File: src/rtl/sdma_pkg.sv
package sdma_pkg;
  typedef enum logic [2:0] {
    K_IDLE   = 3'd0,
    K_DMA_RD = 3'd1,
    K_DMA_WR = 3'd2,
    K_IO_WR  = 3'd3,
    K_IO_RD  = 3'd4
  } kind_e;

  localparam logic [7:0] OFF_ADDR   = 8'h00;
  localparam logic [7:0] OFF_DMA_RD = 8'h04;
  localparam logic [7:0] OFF_IO_WR  = 8'h08;
  localparam logic [7:0] OFF_DMA_WR = 8'h10;
  localparam logic [7:0] OFF_IO_RD  = 8'h14;
  localparam logic [7:0] OFF_STAT   = 8'h18;

  localparam int unsigned ST_DMA_BUSY = 0;
  localparam int unsigned ST_IO_BUSY  = 1;
  localparam int unsigned ST_PEND     = 2;
  localparam int unsigned ST_ERR      = 3;
  localparam int unsigned ST_IRQ      = 12;
endpackage

File: src/rtl/sdma_decode.sv
module sdma_decode
  import sdma_pkg::*;
#(
  parameter int unsigned ADDR_W = 5
) (
  input  logic [ADDR_W-1:0] addr_i,
  input  logic              wr_i,
  output logic              addr_wr_o,
  output logic              dma_rd_o,
  output logic              dma_wr_o,
  output logic              io_wr_o,
  output logic              io_rd_o,
  output logic              stat_wr_o
);
  always_comb begin
    addr_wr_o = wr_i && (addr_i == ADDR_W'(OFF_ADDR));
    dma_rd_o  = wr_i && (addr_i == ADDR_W'(OFF_DMA_RD));
    dma_wr_o  = wr_i && (addr_i == ADDR_W'(OFF_DMA_WR));
    io_wr_o   = wr_i && (addr_i == ADDR_W'(OFF_IO_WR));
    io_rd_o   = wr_i && (addr_i == ADDR_W'(OFF_IO_RD));
    stat_wr_o = wr_i && (addr_i == ADDR_W'(OFF_STAT));
  end
endmodule

File: src/rtl/sdma_xfer_ctrl.sv
module sdma_xfer_ctrl
  import sdma_pkg::*;
#(
  parameter int unsigned AW = 24,
  parameter int unsigned DW = 32
) (
  input  logic          clk_i,
  input  logic          rst_ni,
  input  logic          dma_rd_i,
  input  logic          dma_wr_i,
  input  logic          io_wr_i,
  input  logic          io_rd_i,
  input  logic [AW-1:0] dram_addr_i,
  input  logic [DW-1:0] wdata_i,
  input  logic          eng_done_i,
  input  logic [DW-1:0] eng_rdata_i,
  output logic          eng_start_o,
  output logic          eng_dir_o,
  output logic          eng_size_o,
  output logic [AW-1:0] eng_addr_o,
  output logic [DW-1:0] eng_wdata_o,
  output kind_e         kind_o,
  output logic          pend_o,
  output logic          err_o,
  output logic          irq_set_o,
  output logic [DW-1:0] hold_o
);
  kind_e         kind_q;
  logic          pend_q, err_q, start_q, dir_q, size_q;
  logic [AW-1:0] eaddr_q, paddr_q;
  logic [DW-1:0] ewdata_q, hold_q;

  logic busy, wr_kind, done_v, any_cmd;
  kind_e new_kind;

  always_comb begin
    busy    = (kind_q != K_IDLE);
    wr_kind = (kind_q == K_DMA_WR) || (kind_q == K_IO_WR);
    done_v  = eng_done_i && busy;
    any_cmd = dma_rd_i || dma_wr_i || io_wr_i || io_rd_i;
    new_kind = dma_rd_i ? K_DMA_RD :
               dma_wr_i ? K_DMA_WR :
               io_wr_i  ? K_IO_WR  : K_IO_RD;
  end

  always_ff @(posedge clk_i or negedge rst_ni) begin
    if (!rst_ni) begin
      kind_q   <= K_IDLE;
      pend_q   <= 1'b0;
      err_q    <= 1'b0;
      start_q  <= 1'b0;
      dir_q    <= 1'b0;
      size_q   <= 1'b0;
      eaddr_q  <= '0;
      paddr_q  <= '0;
      ewdata_q <= '0;
      hold_q   <= '0;
    end else begin
      start_q <= 1'b0;
      if (done_v) begin
        if (kind_q == K_IO_RD) hold_q <= eng_rdata_i;
        if (pend_q) begin
          // replay the parked IO read
          kind_q  <= K_IO_RD;
          start_q <= 1'b1;
          dir_q   <= 1'b0;
          size_q  <= 1'b0;
          eaddr_q <= paddr_q;
          pend_q  <= 1'b0;
        end else begin
          kind_q <= K_IDLE;
        end
      end
      if (any_cmd) begin
        if (!busy) begin
          kind_q  <= new_kind;
          start_q <= 1'b1;
          dir_q   <= (new_kind == K_DMA_WR) || (new_kind == K_IO_WR);
          size_q  <= (new_kind == K_DMA_RD) || (new_kind == K_DMA_WR);
          eaddr_q <= dram_addr_i;
          if (new_kind == K_IO_WR) ewdata_q <= wdata_i;
        end else if (io_rd_i && wr_kind && !pend_q && !done_v) begin
          pend_q  <= 1'b1;
          paddr_q <= dram_addr_i;
        end else begin
          err_q <= 1'b1;
        end
      end
    end
  end

  assign eng_start_o = start_q;
  assign eng_dir_o   = dir_q;
  assign eng_size_o  = size_q;
  assign eng_addr_o  = eaddr_q;
  assign eng_wdata_o = ewdata_q;
  assign kind_o      = kind_q;
  assign pend_o      = pend_q;
  assign err_o       = err_q;
  assign irq_set_o   = done_v && (kind_q != K_IO_RD);
  assign hold_o      = hold_q;

  p_start_gap_r2: assert property (@(posedge clk_i) disable iff (!rst_ni)
    start_q |=> !start_q);
  p_start_busy_r4: assert property (@(posedge clk_i) disable iff (!rst_ni)
    start_q |-> (kind_q != K_IDLE));
  p_pend_behind_write_r6: assert property (@(posedge clk_i) disable iff (!rst_ni)
    pend_q |-> (kind_q == K_DMA_WR || kind_q == K_IO_WR));
  p_err_sticky_r7: assert property (@(posedge clk_i) disable iff (!rst_ni)
    err_q |=> err_q);
  p_idle_done_r11: assert property (@(posedge clk_i) disable iff (!rst_ni)
    (eng_done_i && kind_q == K_IDLE && !any_cmd) |=> (kind_q == K_IDLE && !start_q));
endmodule

File: src/rtl/sdma_regfile.sv
module sdma_regfile
  import sdma_pkg::*;
#(
  parameter int unsigned ADDR_W = 5,
  parameter int unsigned AW     = 24,
  parameter int unsigned DW     = 32
) (
  input  logic              clk_i,
  input  logic              rst_ni,
  input  logic [ADDR_W-1:0] addr_i,
  input  logic              rd_i,
  input  logic              addr_wr_i,
  input  logic              stat_wr_i,
  input  logic [AW-1:0]     wdata_i,
  input  logic              irq_set_i,
  input  kind_e             kind_i,
  input  logic              pend_i,
  input  logic              err_i,
  input  logic [DW-1:0]     hold_i,
  output logic [AW-1:0]     dram_addr_o,
  output logic [DW-1:0]     rdata_o,
  output logic              irq_o
);
  logic [AW-1:0] dram_addr_q;
  logic          irq_q;
  logic [DW-1:0] stat_w;

  always_ff @(posedge clk_i or negedge rst_ni) begin
    if (!rst_ni) begin
      dram_addr_q <= '0;
      irq_q       <= 1'b0;
    end else begin
      if (addr_wr_i) dram_addr_q <= wdata_i;
      if (irq_set_i)      irq_q <= 1'b1;  // set beats clear
      else if (stat_wr_i) irq_q <= 1'b0;
    end
  end

  always_comb begin
    stat_w = '0;
    stat_w[ST_DMA_BUSY] = (kind_i == K_DMA_RD) || (kind_i == K_DMA_WR) || (kind_i == K_IO_WR);
    stat_w[ST_IO_BUSY]  = (kind_i == K_IO_WR) || (kind_i == K_IO_RD);
    stat_w[ST_PEND]     = pend_i;
    stat_w[ST_ERR]      = err_i;
    stat_w[ST_IRQ]      = irq_q;
  end

  always_comb begin
    rdata_o = '0;
    if (rd_i) begin
      if (addr_i == ADDR_W'(OFF_ADDR))       rdata_o = DW'(dram_addr_q);
      else if (addr_i == ADDR_W'(OFF_STAT))  rdata_o = stat_w;
      else if (addr_i == ADDR_W'(OFF_IO_RD)) rdata_o = hold_i;
    end
  end

  assign dram_addr_o = dram_addr_q;
  assign irq_o       = irq_q;

  p_irq_hold_r8: assert property (@(posedge clk_i) disable iff (!rst_ni)
    (irq_q && !stat_wr_i) |=> irq_q);
  p_irq_cause_r8: assert property (@(posedge clk_i) disable iff (!rst_ni)
    (!irq_q && !irq_set_i) |=> !irq_q);
  p_no_rd_zero_r10: assert property (@(posedge clk_i) disable iff (!rst_ni)
    !rd_i |-> (rdata_o == '0));
endmodule

File: src/rtl/sdma_regs.sv
module sdma_regs
  import sdma_pkg::*;
#(
  parameter int unsigned ADDR_W = 5,
  parameter int unsigned AW     = 24,
  parameter int unsigned DW     = 32
) (
  input  logic              clk_i,
  input  logic              rst_ni,
  input  logic [ADDR_W-1:0] reg_addr_i,
  input  logic              reg_wr_i,
  input  logic              reg_rd_i,
  input  logic [DW-1:0]     reg_wdata_i,
  output logic [DW-1:0]     reg_rdata_o,
  output logic              eng_start_o,
  output logic              eng_dir_o,
  output logic              eng_size_o,
  output logic [AW-1:0]     eng_addr_o,
  output logic [DW-1:0]     eng_wdata_o,
  input  logic              eng_done_i,
  input  logic [DW-1:0]     eng_rdata_i,
  output logic              irq_o
);
  logic addr_wr, dma_rd, dma_wr, io_wr, io_rd, stat_wr;
  logic pend, err, irq_set;
  kind_e kind;
  logic [AW-1:0] dram_addr;
  logic [DW-1:0] hold;

  sdma_decode #(.ADDR_W(ADDR_W)) u_decode (
    .addr_i    (reg_addr_i),
    .wr_i      (reg_wr_i),
    .addr_wr_o (addr_wr),
    .dma_rd_o  (dma_rd),
    .dma_wr_o  (dma_wr),
    .io_wr_o   (io_wr),
    .io_rd_o   (io_rd),
    .stat_wr_o (stat_wr)
  );

  sdma_xfer_ctrl #(.AW(AW), .DW(DW)) u_ctrl (
    .clk_i       (clk_i),
    .rst_ni      (rst_ni),
    .dma_rd_i    (dma_rd),
    .dma_wr_i    (dma_wr),
    .io_wr_i     (io_wr),
    .io_rd_i     (io_rd),
    .dram_addr_i (dram_addr),
    .wdata_i     (reg_wdata_i),
    .eng_done_i  (eng_done_i),
    .eng_rdata_i (eng_rdata_i),
    .eng_start_o (eng_start_o),
    .eng_dir_o   (eng_dir_o),
    .eng_size_o  (eng_size_o),
    .eng_addr_o  (eng_addr_o),
    .eng_wdata_o (eng_wdata_o),
    .kind_o      (kind),
    .pend_o      (pend),
    .err_o       (err),
    .irq_set_o   (irq_set),
    .hold_o      (hold)
  );

  sdma_regfile #(.ADDR_W(ADDR_W), .AW(AW), .DW(DW)) u_regs (
    .clk_i       (clk_i),
    .rst_ni      (rst_ni),
    .addr_i      (reg_addr_i),
    .rd_i        (reg_rd_i),
    .addr_wr_i   (addr_wr),
    .stat_wr_i   (stat_wr),
    .wdata_i     (reg_wdata_i[AW-1:0]),
    .irq_set_i   (irq_set),
    .kind_i      (kind),
    .pend_i      (pend),
    .err_i       (err),
    .hold_i      (hold),
    .dram_addr_o (dram_addr),
    .rdata_o     (reg_rdata_o),
    .irq_o       (irq_o)
  );
endmodule

File: config.mk
export PLATFORM = sky130hd
export DESIGN_NAME = sdma_regs
export DESIGN_NICKNAME = d
export VERILOG_FILES = /design/src/rtl/sdma_pkg.sv /design/src/rtl/sdma_decode.sv /design/src/rtl/sdma_xfer_ctrl.sv /design/src/rtl/sdma_regfile.sv /design/src/rtl/sdma_regs.sv
export SDC_FILE = /design/constraint.sdc
export NUM_CORES = 1
export LEC_CHECK = 0
export ABC_AREA = 0
export BUFFER_PORTS_ARGS = -buffer_cell sky130_fd_sc_hd__buf_2
export CELL_PAD_IN_SITES_DETAIL_PLACEMENT = 1
export CELL_PAD_IN_SITES_GLOBAL_PLACEMENT = 2
export CORE_AREA = 2 2 132 134
export DETAILED_ROUTE_END_ITERATION = 16
export DIE_AREA = 0 0 134 136
export PLACE_DENSITY_LB_ADDON = 0.1
export SYNTH_ARGS = -nofsm -noshare
export SYNTH_HDL_FRONTEND = slang
export SYNTH_SLANG_ARGS = --single-unit
File: constraint.sdc
create_clock -name clk_i -period 3.4 [get_ports clk_i]
set_clock_uncertainty 0.05 [all_clocks]
set_input_delay 0.51 -clock clk_i [delete_from_list [all_inputs] [get_ports clk_i]]
set_output_delay 0.51 -clock clk_i [all_outputs]
set_load 0.03 [all_outputs]
==> flow_metrics.tcl <==
set metrics [dict create \
    fin_crit_sh_pct 78.86 \
    cts_tree "done" \
    worst_pin_slew_ns 1.160 \
    ant_nets 0 \
    dp_hpwl_um 11090 \
    antenna_found_initial 0 \
    p_switching_mw 1.537 \
    wl_per_cell_um 20.07 \
    die_area_um2 18220 \
    dieHeight_um 136 \
    grt_first_pass_wirelength_um 26770 \
    drv_cap 0 \
    final_nets 677 \
    fp.dieW_um 134 \
    p_comb_share_pct 18.9 \
    cts-resized-gates 0 \
    outcome "complete, no violations" \
    clkPwrFrac_pct 37.7 \
    portBuffers 165 \
    fin_crit_ns 2.681 \
    drt-total-wl_um 16880 \
    clockBufferDepth 2 \
    synth_ff_type "dfrtp_1" \
    cts_hold_buf 0 \
    critPathBufInv 3 \
    cp-start-kind "primary input" \
    crit_slowest_cell "nor3_1" \
    required_ns 2.84 \
    final_max_slew_viol_count 0 \
    cts_sinks 145 \
    ys_seq_area_share_pct 57.90 \
    p_sw_share_pct 29.51 \
    drc_errors 0 \
    fin_area_um2 7960 \
    post-cts-setup-buffers 0 \
    worst_path_dominant_cell_family "simple AND/OR/NAND/NOR gates" \
    register_area_um2 3628 \
    ir_drop_mv 0.3766 \
    final_cell_mix "buf_2, dfrtp_1, mux2_2" \
    slowest_delay_ns 0.50 \
    root_buffer "clkbuf_16" \
    crit_path_end_kind "output pin" \
    fmax_mhz 372.9 \
    final_common_cell "buf_2" \
    core_um2 16880 \
    arrival_ns 2.12 \
    grt_max_degree 63 \
    synth_cell_type_count 51 \
    rsz0062_at_grt "no" \
    hold_violations 0 \
    dr.pass1.iters 4 \
    ios 166 \
    cpMostUsedCell "buf_2" \
    path_max_fanout 19 \
    antenna_cells 0 \
    worstSetupPathType "in -> out" \
    max_slew_margin_pct 22.65 \
    vias 4340 \
    setup_viol 0 \
    ys_seq_elements 145 \
    p_leak_nw 4.105 \
    powerDensity_nw_per_um2 654.3 \
    p_int_mw 3.671 \
    start_util_pct 37.14 \
    avgSynthCellArea_um2 14.28 \
    multiInputGateArea_um2 2492 \
    crit_chain "buf_2 > nor3_1 > and3_1 > buf_4 > a22o_1 > buf_2" \
    layout-drive-gt1-share_pct 52.76 \
    drtIter0Drc 188 \
    syn-cell-area_um2 6267 \
    clkTransAtPathRegs_ns 0.06 \
    seqPwrFrac_pct 43.4 \
    async_flop_share_pct 100.0 \
    hold_class "in -> async" \
    tns_ns 0 \
    synth_edf_count 0 \
    worstSkewPairLatency_ns 0.42 \
    grtUsageTotal_pct 19.33 \
    synth_fp_nets 513 \
    grt_pass1_vias 4728 \
    placementRows 48 \
    total_power_mw 5.208 \
    synthCells 439 \
    place_area_um2 7337 \
    fill_cells 1746 \
    syn2layout_area_growth_pct 27.01 \
    grt_overflow 0 \
    cts_inserted_buffers 17 \
    viasPerCell 5.161 \
    ys.warnings.count 0 \
    place_congestion 0.7567 \
    ctsHtreeMaxLevel 4 \
]
[per-layer routing]
layer  global-route usage (%)  vias up  share of wire, %
met4                    7.329        0               1.6
met2                    31.91      128                49
met5                        0        -                 0
met1                    24.51     2234                44
met3                    4.996       21               5.5
li1                         -     1957                 -
[worst paths after layout]
kind,start,to,slack (ns),cells past startpoint
worst max-delay path,reg_addr_i[2],reg_rdata_o[22],0.72,6
worst min register to register,u_ctrl.err_o,u_ctrl.err_o,0.42,1
worst max register to register,u_ctrl.kind_o[2],u_ctrl.eng_addr_o[19],1.08,4
min in group clk_i,eng_rdata_i[14],u_ctrl.hold_o[14],0.27,2
max in group asynchronous,rst_ni,u_ctrl.paddr_q[15],2.47,2
worst min-delay path,rst_ni,u_ctrl.eng_wdata_o[27],0.02,1
[per-stage QoR]
stage          setup slack (ns)  utilization [%]  std cells  hold WS, ns
2_1_floorplan            0.7933                -        439       0.1644
3_3_place_gp             0.7604            43.48        809       0.4024
3_5_place_dp             0.7300            43.48        809       0.4049
4_1_cts                  0.7100            47.17        841      0.03570
5_1_grt                  0.5683            47.17        841      0.06129
6_report                 0.7187            47.17        841      0.02261
[synthesized netlist by cell type (2+ instances only)]
master	n	share of area [%]
a221o_1	24	3.8
nor3b_1	2	0.24
o311ai_0	2	0.28
and3_1	4	0.40
clkbuf_1	17	1.0
nand3_1	5	0.40
mux2_2	93	17
a22o_1	19	2.7
dfrtp_1	145	58
o21ai_0	6	0.48
inv_1	4	0.24
mux2_4	19	4.6
buf_2	6	0.48
and2_1	32	3.2
a21boi_0	3	0.36
xor2_1	2	0.28
nand4_1	2	0.20
nor3_1	3	0.24
or3_1	2	0.20
nor2_1	4	0.24
o211ai_1	2	0.24
buf_1	4	0.24
and3b_1	7	0.98
buf_12	2	0.64
nand2_1	4	0.24
[sequential cells by signal, summed over array words and instances (netlist names)]
signal / count
u_ctrl.eng_wdata_o: 32
u_ctrl.hold_o: 32
u_ctrl.eng_addr_o: 24
u_ctrl.paddr_q: 24
u_regs.dram_addr_o: 24
u_ctrl.kind_o: 3
u_ctrl.eng_dir_o: 1
u_ctrl.eng_size_o: 1
u_ctrl.eng_start_o: 1
u_ctrl.err_o: 1
u_ctrl.pend_o: 1
u_regs.irq_o: 1
[power by group through the flow]
stage	Sequential, mW	Clock [mW]	Combinational, mW
2_1_floorplan	2.54	0	0.346
3_3_place_gp	2.28	0	0.977
3_5_place_dp	2.29	0	1.00
4_1_cts	2.27	2.01	1.00
5_1_grt	2.31	2.09	1.06
6_report	2.26	1.96	0.984
[layout make-up]
| class | count | share of cell area (%) |
|---|---|---|
| well taps | 225 | 3.537 |
| repair buffers | 175 | 11.55 |
| inverters | 4 | 0.1886 |
| clock buffers | 22 | 5.957 |
| flip-flops and latches | 145 | 45.58 |
| multi-input cells | 260 | 31.31 |
| clock inverters | 10 | 1.870 |
[logic make-up (layout without fill, tap and decap cells)]
family	Yosys count	count (layout)	share of synthesized area, %
and+or+nand+nor	76	76	8.025
AOI/OAI and AO/OA	69	69	9.583
xor gates and xnor gates	2	2	0.2795
muxes	113	113	21.42
DFF	145	145	57.90
buffers and inverters	34	211	2.795
No activity file was read; power rests on OpenSTA's default activity.
